**src/rtl/irq_sum_pkg.sv**
```systemverilog
package irq_sum_pkg;

  localparam int NUM_GRP  = 3;
  localparam int GRP_RX   = 0;
  localparam int GRP_TX   = 1;
  localparam int GRP_MISC = 2;

  typedef enum logic [1:0] {
    REG_CAUSE = 2'd0,
    REG_MASK  = 2'd1,
    REG_SPARE2 = 2'd2,
    REG_SPARE3 = 2'd3
  } reg_sel_e;

  // next value of the sticky summary: clearing read first, then new levels
  function automatic logic [NUM_GRP-1:0] summary_next(
    input logic [NUM_GRP-1:0] cur,
    input logic               clr,
    input logic [NUM_GRP-1:0] pend
  );
    logic [NUM_GRP-1:0] kept;
    kept = clr ? '0 : cur;
    return kept | pend;
  endfunction

  // line level for a summary value and the matching mask bits
  function automatic logic line_level(
    input logic [NUM_GRP-1:0] sum,
    input logic [NUM_GRP-1:0] msk
  );
    return |(sum & ~msk);
  endfunction

endpackage

```
**src/rtl/irq_sum_latch.sv**
```systemverilog
module irq_sum_latch
  import irq_sum_pkg::*;
(
  input  logic               clk,
  input  logic               rst_n,
  input  logic [NUM_GRP-1:0] pend,
  input  logic               clr_rd,
  output logic [NUM_GRP-1:0] sum_d,
  output logic [NUM_GRP-1:0] sum_q
);

  assign sum_d = summary_next(sum_q, clr_rd, pend);

  always_ff @(posedge clk or negedge rst_n) begin
    if (!rst_n) sum_q <= '0;
    else        sum_q <= sum_d;
  end

  // after a clearing read only the levels of that cycle remain
  a_r3_clear_on_read: assert property (@(posedge clk) disable iff (!rst_n)
    ($past(clr_rd) && $past(rst_n)) |-> (sum_q == $past(pend)));

  // without a read no set bit falls
  a_r2_sticky_bits: assert property (@(posedge clk) disable iff (!rst_n)
    (!$past(clr_rd) && $past(rst_n)) |-> ((sum_q & $past(sum_q)) == $past(sum_q)));

  // a high level is always captured
  a_r2_capture: assert property (@(posedge clk) disable iff (!rst_n)
    $past(rst_n) |-> ((sum_q & $past(pend)) == $past(pend)));

endmodule

```
**src/rtl/irq_mask_reg.sv**
```systemverilog
module irq_mask_reg #(
  parameter int DATA_W = 32
) (
  input  logic              clk,
  input  logic              rst_n,
  input  logic              wr_en,
  input  logic [DATA_W-1:0] wdata,
  output logic [DATA_W-1:0] mask_d,
  output logic [DATA_W-1:0] mask_q
);

  assign mask_d = wr_en ? wdata : mask_q;

  always_ff @(posedge clk or negedge rst_n) begin
    if (!rst_n) mask_q <= '1;
    else        mask_q <= mask_d;
  end

  // a write lands in full
  a_r5_mask_write: assert property (@(posedge clk) disable iff (!rst_n)
    ($past(wr_en) && $past(rst_n)) |-> (mask_q == $past(wdata)));

  // nothing else moves the mask
  a_r5_mask_hold: assert property (@(posedge clk) disable iff (!rst_n)
    (!$past(wr_en) && $past(rst_n)) |-> $stable(mask_q));

endmodule

```
**src/rtl/irq_line_gen.sv**
```systemverilog
module irq_line_gen
  import irq_sum_pkg::*;
(
  input  logic               clk,
  input  logic               rst_n,
  input  logic [NUM_GRP-1:0] sum_d,
  input  logic [NUM_GRP-1:0] msk_d,
  input  logic [NUM_GRP-1:0] sum_q,
  input  logic [NUM_GRP-1:0] msk_q,
  output logic               irq
);

  logic line_d;
  assign line_d = line_level(sum_d, msk_d);

  always_ff @(posedge clk or negedge rst_n) begin
    if (!rst_n) irq <= 1'b0;
    else        irq <= line_d;
  end

  // the line is never high without an unmasked summary bit
  a_r6_no_masked_irq: assert property (@(posedge clk) disable iff (!rst_n)
    irq |-> ((sum_q & ~msk_q) != '0));

  // an unmasked summary bit always shows on the line
  a_r6_irq_follows: assert property (@(posedge clk) disable iff (!rst_n)
    ((sum_q & ~msk_q) != '0) |-> irq);

  // all group mask bits set keeps the line low
  a_r6_full_mask_low: assert property (@(posedge clk) disable iff (!rst_n)
    (&msk_q) |-> !irq);

endmodule

```
**src/rtl/irq_summary_agg.sv**
```systemverilog
module irq_summary_agg
  import irq_sum_pkg::*;
#(
  parameter int DATA_W = 32,
  parameter int ADDR_W = 2
) (
  input  logic                clk,
  input  logic                rst_n,
  input  logic [NUM_GRP-1:0]  grp_pend,
  input  logic                host_en,
  input  logic                host_we,
  input  logic [ADDR_W-1:0]   host_addr,
  input  logic [DATA_W-1:0]   host_wdata,
  output logic [DATA_W-1:0]   host_rdata,
  output logic                irq
);

  localparam int PAD_W = DATA_W - NUM_GRP;

  logic rd_acc, wr_acc;
  logic sel_cause, sel_mask;
  logic cause_clr, mask_wr;
  logic [NUM_GRP-1:0] sum_d, sum_q;
  logic [DATA_W-1:0]  mask_d, mask_q;

  assign rd_acc    = host_en && !host_we;
  assign wr_acc    = host_en &&  host_we;
  assign sel_cause = (host_addr == ADDR_W'(REG_CAUSE));
  assign sel_mask  = (host_addr == ADDR_W'(REG_MASK));
  assign cause_clr = rd_acc && sel_cause;
  assign mask_wr   = wr_acc && sel_mask;

  irq_sum_latch u_latch (
    .clk    (clk),
    .rst_n  (rst_n),
    .pend   (grp_pend),
    .clr_rd (cause_clr),
    .sum_d  (sum_d),
    .sum_q  (sum_q)
  );

  irq_mask_reg #(.DATA_W(DATA_W)) u_mask (
    .clk    (clk),
    .rst_n  (rst_n),
    .wr_en  (mask_wr),
    .wdata  (host_wdata),
    .mask_d (mask_d),
    .mask_q (mask_q)
  );

  irq_line_gen u_line (
    .clk   (clk),
    .rst_n (rst_n),
    .sum_d (sum_d),
    .msk_d (mask_d[NUM_GRP-1:0]),
    .sum_q (sum_q),
    .msk_q (mask_q[NUM_GRP-1:0]),
    .irq   (irq)
  );

  always_comb begin
    host_rdata = '0;
    if (rd_acc) begin
      if (sel_cause)     host_rdata = {{PAD_W{1'b0}}, sum_q};
      else if (sel_mask) host_rdata = mask_q;
    end
  end

  // only a read drives data
  a_r9_quiet_bus: assert property (@(posedge clk) disable iff (!rst_n)
    !rd_acc |-> (host_rdata == '0));

  // padding bits of the summary never read as one
  a_r7_pad_zero: assert property (@(posedge clk) disable iff (!rst_n)
    cause_clr |-> (host_rdata[DATA_W-1:NUM_GRP] == '0));

endmodule

```
**config.mk**
```make
export PLATFORM = sky130hd
export DESIGN_NAME = irq_summary_agg
export DESIGN_NICKNAME = d
export VERILOG_FILES = /design/src/rtl/irq_sum_pkg.sv /design/src/rtl/irq_sum_latch.sv /design/src/rtl/irq_mask_reg.sv /design/src/rtl/irq_line_gen.sv /design/src/rtl/irq_summary_agg.sv
export SDC_FILE = /design/constraint.sdc
export NUM_CORES = 1
export LEC_CHECK = 0
export CORE_ASPECT_RATIO = 1.1
export CORE_UTILIZATION = 30
export CTS_CLUSTER_DIAMETER = 120
export DETAILED_ROUTE_END_ITERATION = 7
export PLACE_DENSITY = 0.69
export SLEW_MARGIN = 15
export SYNTH_ARGS = -nofsm -noshare
export SYNTH_HDL_FRONTEND = slang
export SYNTH_HIERARCHICAL = 1
export SYNTH_SLANG_ARGS = --single-unit
```
**constraint.sdc**
```tcl
create_clock -name clk -period 1.4 [get_ports clk]
set_input_delay 0.28 -clock clk [delete_from_list [all_inputs] [get_ports clk]]
set_output_delay 0.28 -clock clk [all_outputs]
set_load 0.02 [all_outputs]
```
==> flow_summary.ini, run 1 <==
[outcome]
status = complete, but fails checks
violations = negative setup slack

[critical_path]
startpoint_type = primary input
crit_required_ns = 1.12
worstReg2RegStart = u_mask/mask_q[0]
worstPathMaxFanout = 7
r2r_end = u_line/irq
regToRegSetupSlack_ns = 0.40
crit_path_end_kind = primary output
rr_worst_depth = 3
arrival_ns = 1.24
criticalPathCategory = primary input to primary output

[final_layout]
area_growth_pct = 60.1
final_common_cell = clkdlybuf4s50_1
final_cell_mix = clkdlybuf4s50_1, buf_6, dfstp_2, mux2_4, and2_4
n_antenna_cell = 0
fin_area_mm2 = 0.00295
fin_cells = 287
seq_area_um2 = 941
nets = 250
fillers = 514
fin_util_pct = 50.5
layout-drive-gt1-share_pct = 74.3
multiInputGateArea_um2 = 865

[route]
dr.pass1.iters = 4
avgViaCountPerCell = 4.33
drtAntennaViolNets = 0
wl_per_cell_um = 15.1
drtIter0Drc = 37
route.detailed.drc = 0
finalWirelength_um = 4330
vias = 1243

[clock_tree]
cts_tree = yes
htree_levels = 2
clk_latency_ns = 0.28
clk_root_buffer_cell = clkbuf_8
clk_pin_slew_ns = 0.07
numCtsBuffers = 5
clock_sinks = 36
cts_buffer_depth = 2

[yosys]
yosys_warnings = 6
synth_area_per_cell_um2 = 15.0
synth_xor_area_share_pct = 0
syn-num-nets = 164
synth_seq_cells = 36
synth.distinct_cells = 19
synth_compound_gate_area_share_pct = 2.04
netlist_instances = 123
yosys.area_share.adder_pct = 0
synthesis.area_mm2 = 0.00184
synth-simple-area-share_pct = 13.2
seq_area_frac_synth_pct = 51.1
synth_top_family_by_area = multiplexers
synthMuxAreaShare_pct = 27.3

[run]
cap_violations = 0

[sta]
max_slew_margin_pct = 84.0
fin_crit_ns = 1.52
fmax_mhz = 659
worst_slack_ns = -0.119
final_hold_viol_count = 0
fin_skew_ns = 0.000667
tightest_slew_ns = 0.236
rsz0062_at_grt = true
fin_crit_sh_pct = 108
slew_viol_final = 0
setup_viol = 32

[place]
placed_cell_area_mm2 = 0.00264
dpl.cell_count = 272
port-buffer-count = 73
gp_congestion = 0.728
post-dp-hpwl_um = 2810

[global_routing]
grt_pass1_vias = 1352
antenna_found_initial = 0
gr-total-overflow = 0
grt_max_degree = 19
grt_pass1_wl_um = 6930
grtUsageTotal_pct = 14.1

[die]
core-area_mm2 = 0.00584
pin_count = 74
row_count = 29
die_h_um = 84.2
die_area_mm2 = 0.00646
initial_core_util_pct = 31.5
die_width_um = 76.7

[worst_hold_path]
worstHoldPathType = primary input to async pin

[power]
powerDensity_mw_per_mm2 = 1020
leakagePower_uw = 0.00129
ir_drop_mv = 0.502
power.total_uw = 3020
## area by class of cell
type	count	area share, %
Clock buffer	8	3.40
Sequential cell	36	31.9
Multi-Input combinational cell	76	29.3
Inverter	3	0.382
Tap cell	77	3.27
Timing Repair Buffer	87	31.7
## synth_stat cells, drive strengths merged
cell	count	share of area, %
a21o	3	1.2
and2	29	9.9
and4b	1	0.54
and4bb	1	0.88
buf	8	5.8
dfrtp	4	5.4
dfstp	32	46
inv	3	0.61
mux2	32	26
mux2i	3	1.6
nand2b	1	0.34
nor2	3	0.61
nor4b	1	0.48
o221ai	1	0.81
or3b	1	0.48
## where the power goes
part	switching [uW]	internal, uW	total (uW)	leakage [uW]
Sequential	122	1400	1520	0.000373
Clock	343	449	792	0.0000515
Combinational	216	489	705	0.000870
## worst max path at each step
stage                                 to  slack (ns)    startpoint  depth (start not counted)
after floorplan               u_line/irq      -0.004  host_addr[0]                          7
after global placement    host_rdata[29]       -0.87       host_we                          5
after detailed placement  host_rdata[29]       -0.89       host_we                          5
after CTS                 host_rdata[29]       -0.15  host_addr[1]                          7
after global routing      host_rdata[14]       -0.14       host_we                          6
final                      host_rdata[7]       -0.12       host_we                          6
## layer usage
| metal | wire length (um) | GRT usage, % |
|---|---|---|
| met5 | 0 | 0 |
| met4 | 0 | 2.62 |
| met3 | 317 | 5.22 |
| met2 | 2070 | 23.5 |
| met1 | 1950 | 17.5 |
## cells by family (layout without fill, tap and decap cells)
group	after synthesis	in the layout
and+or+nand+nor	37	37
DFF	36	36
muxes	35	35
buffers and inverters	11	98
AOI/OAI and AO/OA	4	4
## critical path: stages
cell and delay [ns]:
buf_8 0.10, and4bb_4 0.35, buf_6 0.14, buf_16 0.13
and2_4 0.14, buf_6 0.11
## sequential cells by signal (all words and copies together) (netlist names)
register	flops
u_line/irq	1
u_mask/mask_q	32
u_latch/sum_q	3
## stage by stage
| stage | setup WS, ns | hold WS, ns | setup TNS, ns |
|---|---|---|---|
| final | -0.119 | 0.00694 | -3.01 |
| after global routing | -0.141 | 0.00456 | -3.94 |
| after CTS | -0.150 | 0.00537 | -3.49 |
| after detailed placement | -0.895 | 0.317 | -45.46 |
| after global placement | -0.872 | 0.313 | -44.40 |
| after floorplan | -0.00383 | -0.0156 | -0.00383 |
## timing repair
action	CTS	global route
gates cloned	3	0
setup buffers	7	0
pin swaps	31	3
resized for setup	243	2
endpoints found under the setup margin	66	32
hold buffers	0	0
Power figures use the tool's default switching activity.
==> inputs of run 2 (changes only) <==
Settings changed: PLACE_DENSITY 0.69 to 0.58.
Clock period 1.4 ns to 1.6 ns, I/O delays scaled along.
==> run 2 against run 1 <==
  * The run now ends clean
  * Clock power fell by 2%
  * Clock skew rose by 0.0048 ns
  * Die area did not move
  * Sequential power fell by 13%
  * Sequential share of layout area rose by 1.5 points
  * Critical path type unchanged
==> flow_summary.ini, run 2 (synthesized netlist as in run 1, its figures left out) <==
[place]
placed_cell_area_mm2 = 0.00261
gp_congestion = 0.681
port-buffer-count = 73
post-dp-hpwl_um = 2810
place_ws_ns = -0.830

[die]
row_count = 29
die_h_um = 84.2
die_width_um = 76.7
pin_count = 74
core-area_mm2 = 0.00584
initial_core_util_pct = 31.5
die_area_mm2 = 0.00646

[final_layout]
layout-drive-gt1-share_pct = 61.3
fin_util_pct = 48.2
regMostFlops = u_mask/mask_q
final_common_cell = clkdlybuf4s50_1
nets = 257
n_antenna_cell = 0
fin_area_mm2 = 0.00281
largest_reg_flops = 32
reg.largest.list = u_mask/mask_q: 32 flops, u_latch/sum_q: 3 flops, u_line/irq: 1 flops
final_cell_mix = clkdlybuf4s50_1, dfstp_2, mux2_4, and2_1, buf_2
area_growth_pct = 52.8

[route]
drtAntennaViolNets = 0
dr.pass1.iters = 4
finalWirelength_um = 4700
drtIter0Drc = 22
wl_per_cell_um = 16.0
route.detailed.drc = 0
avgViaCountPerCell = 4.43
vias = 1302

[worst_hold_path]
worstHoldPathCells = 4
worstHoldPathType = primary input to flop

[sta]
setup_viol = 0
fin_crit_sh_pct = 98.7
fin_crit_ns = 1.58
slew_viol_final = 0
tightest_slew_ns = 0.423
max_slew_margin_pct = 71.8
worst_slack_ns = 0.0208
fmax_mhz = 633
finalSetupTns_ns = 0
final_hold_viol_count = 0
rsz0062_at_grt = false
fin_skew_ns = 0.00542

[clock_tree]
clock_sinks = 36
clk_latency_ns = 0.28
cts_tree = yes
numCtsBuffers = 5
cts_buffer_depth = 2
htree_levels = 2
clk_pin_slew_ns = 0.07
clk_root_buffer_cell = clkbuf_8

[critical_path]
crit_path_end_kind = primary output
crit_required_ns = 1.28
arrival_ns = 1.26
startpoint_type = primary input
rr_worst_depth = 3
criticalPathCategory = primary input to primary output
worstPathMaxFanout = 7

[global_routing]
antenna_found_initial = 0
grt_max_degree = 21
gr-total-overflow = 0
grtUsageTotal_pct = 15.3
grt_pass1_wl_um = 7500
grt_pass1_vias = 1448

[power]
ir_drop_mv = 0.469
leakagePower_uw = 0.00126
powerDensity_mw_per_mm2 = 954

[outcome]
status = complete, no violations

[run]
cap_violations = 0
-- run 2: through the flow --
stage	total power (uW)	cells	hold slack, ns
2_1_floorplan	1660	123	0.0244
3_3_place_gp	1880	269	0.275
3_5_place_dp	1890	269	0.289
4_1_cts	2720	295	0.433
5_1_grt	2820	294	0.480
6_report	2680	294	0.456
-- run 2: what timing repair did --
action | in CTS | in global routing
gates cloned | 3 | 0
setup buffers | 14 | 0
hold buffers | 1 | 0
endpoints found under the setup margin | 62 | 18
hold endpoints to repair | 2 | 0
resized for setup | 151 | 15
pin swaps | 4 | 3
-- run 2: routing by layer --
metal	part of all wire, %	track usage (%)	vias to the layer above	wire, um
met5	0	0	-	0
met4	0.85	4.20	0	40
met3	6.1	3.80	4	287
met2	49	25.6	51	2300
met1	44	19.4	639	2080
li1	-	-	608	-
-- run 2: worst max-delay path, cell delays in order --
cell      delay, ns
buf_6          0.11
and4bb_4       0.38
buf_6          0.11
buf_4          0.09
and2_1         0.11
buf_4          0.13
-- run 2: area by class of cell --
cell class,count,area [um^2]
Fill cell,552,3030
Sequential cell,36,941
Multi-Input combinational cell,79,843
Timing Repair Buffer,91,815
Tap cell,77,96.3
Clock buffer,6,72.6
Clock inverter,2,35.0
Inverter,3,11.3
-- run 2: worst paths after layout --
path	from	to	slack (ns)
max	host_we	host_rdata[21]	0.02
min	host_addr[1]	u_latch/sum_q[2]	0.46
max reg2reg	u_mask/mask_q[2]	u_line/irq	0.60
min reg2reg	u_latch/sum_q[2]	u_latch/sum_q[2]	0.51
max in group asynchronous	rst_n	u_mask/mask_q[23]	0.57
min in group asynchronous	rst_n	u_latch/sum_q[2]	0.50
-- run 2: power by group --
part           internal, uW  leakage [uW]  switching, uW
registers              1220      0.000373           95.1
clock network           462     0.0000552            317
logic                   396      0.000829            190
total                  2080       0.00126            602
==> inputs of run 3 (changes only) <==
Settings changed: CORE_UTILIZATION 30 to 33, PLACE_DENSITY 0.58 to 0.63.
==> run 3 against run 2 <==
  * Sequential cell count unchanged
  * Critical path depth unchanged
  * Sequential power about the same
  * Cell area about the same
  * Clock skew down 0.00097 ns
  * Highest routed layer unchanged
  * Wire length down 4.9%
  * First-iteration DRC count rose to 4.0 times the previous value
  * Die area down 8.9%
  * Via count up 1.8%
==> flow_summary.ini, run 3 (synthesized netlist as in run 1, its figures left out) <==
[critical_path]
crit_required_ns = 1.28
crit_path_frequent_cell = buf_6
worstPathMaxFanout = 6
startpoint_type = primary input
path_cells = buf_6 -> and4bb_4 -> buf_6 -> buf_4 -> and2_4 -> buf_6
crit_path_end_kind = primary output
criticalPathCategory = primary input to primary output
cpPeakStageDelay_ns = 0.37
arrival_ns = 1.26
cpMaxStageDelayCell = and4bb_4

[clock_tree]
numCtsBuffers = 5
clock_sinks = 36
clk_root_buffer_cell = clkbuf_8
cts_tree = yes
holdBufCountCts = 0
clk_latency_ns = 0.28
cts_buffer_depth = 2
clk_pin_slew_ns = 0.07
htree_levels = 2

[place]
placed_cell_area_mm2 = 0.00262
port-buffer-count = 73
post-dp-hpwl_um = 2720
gp_congestion = 0.694

[sta]
rsz0062_at_grt = true
fin_crit_ns = 1.58
fmax_mhz = 633
final_hold_viol_count = 0
setup_viol = 0
fin_hold_ws_ns = 0.0732
tightest_slew_ns = 0.449
fin_crit_sh_pct = 98.7
slew_viol_final = 0
fin_skew_ns = 0.00445
max_slew_margin_pct = 70.1

[final_layout]
fin_area_mm2 = 0.00281
regMostFlops = u_mask/mask_q
reg.largest.list = u_mask/mask_q: 32 flops, u_latch/sum_q: 3 flops, u_line/irq: 1 flops
fillers = 507
layout-drive-gt1-share_pct = 62.5
final_cell_mix = clkdlybuf4s50_1, dfstp_2, mux2_4, and2_1, buf_4
final_common_cell = clkdlybuf4s50_1
largest_reg_flops = 32
n_antenna_cell = 0
nets = 256
area_growth_pct = 52.6

[global_routing]
grt_max_degree = 37
grt_pass1_vias = 1401
grt_pass1_wl_um = 7240
use_met2_pct = 25.9
top_usage_layer = met2
antenna_found_initial = 0
grtUsageTotal_pct = 16.6
gr-total-overflow = 0
grtUsageMet3_pct = 4.14
grtUsageMet1_pct = 22.8

[die]
die_area_mm2 = 0.00588
row_count = 28
die_h_um = 80.4
die_width_um = 73.2
initial_core_util_pct = 34.1
pin_count = 74
core-area_mm2 = 0.00540

[outcome]
status = complete, no violations

[route]
route.detailed.drc = 0
drtAntennaViolNets = 0
vias = 1326
avgViaCountPerCell = 4.56
finalWirelength_um = 4470
drtIter0Drc = 88
dr.pass1.iters = 4
wl_per_cell_um = 15.4

[power]
power.total_uw = 2690
leakagePower_uw = 0.00124
powerDensity_mw_per_mm2 = 958
ir_drop_mv = 0.483

[worst_hold_path]
worstHoldPathType = primary input to async pin

[run]
cap_violations = 0
run 3: cell type report:
type	instances	area [um^2]	area share (%)
inverter	3	11.3	0.401
sequential	36	941	33.5
timing repair buffer	90	810	28.8
clock inverter	2	35.0	1.25
multi-input combinational	79	848	30.2
clock buffer	6	72.6	2.58
tap	75	93.8	3.34
run 3: layer usage:
metal | vias up | wire [um]
li1 | 605 | -
met1 | 645 | 2020
met5 | - | 0
met3 | 8 | 365
met4 | 0 | 43
met2 | 68 | 2050
run 3: path summary, 6_finish.rpt:
kind,from,slack [ns],cells after the start,to
max in group asynchronous,rst_n,1.18,2,u_mask/mask_q[4]
max reg2reg,u_mask/mask_q[2],0.61,3,u_line/irq
max,host_we,0.02,6,host_rdata[30]
min reg2reg,u_latch/sum_q[0],0.53,1,u_latch/sum_q[0]
min,rst_n,0.07,2,u_latch/sum_q[0]
min in group clk,u_latch/sum_q[0],0.53,1,u_latch/sum_q[0]
run 3: what timing repair did:
| item | CTS | global route |
|---|---|---|
| endpoints found under the setup margin | 62 | 22 |
| cloned | 3 | 0 |
| gates resized for setup | 146 | 17 |
| buffers inserted | 10 | 0 |
| pin swaps | 4 | 2 |
run 3: worst max-delay path: cells and delay by family:
kind          cells  cell delay, ns
buf+inv           4            0.43
simple gates      2            0.50
run 3: through the flow:
| step | utilization [%] | std cells | TNS, ns | setup slack (ns) |
|---|---|---|---|---|
| final | 52.1 | 291 | 0 | 0.0203 |
| after global routing | 52.1 | 291 | -0.0219 | -0.0219 |
| after CTS | 51.5 | 291 | 0 | 0.000697 |
| after detailed placement | 48.6 | 270 | -36.10 | -0.822 |
| after global placement | 48.6 | 270 | -34.64 | -0.790 |
| after floorplan | - | 123 | 0 | 0.112 |
run 3: power breakdown:
part | switching, uW | internal, uW
combinational | 189 | 396
clock | 325 | 463
sequential | 96.3 | 1220
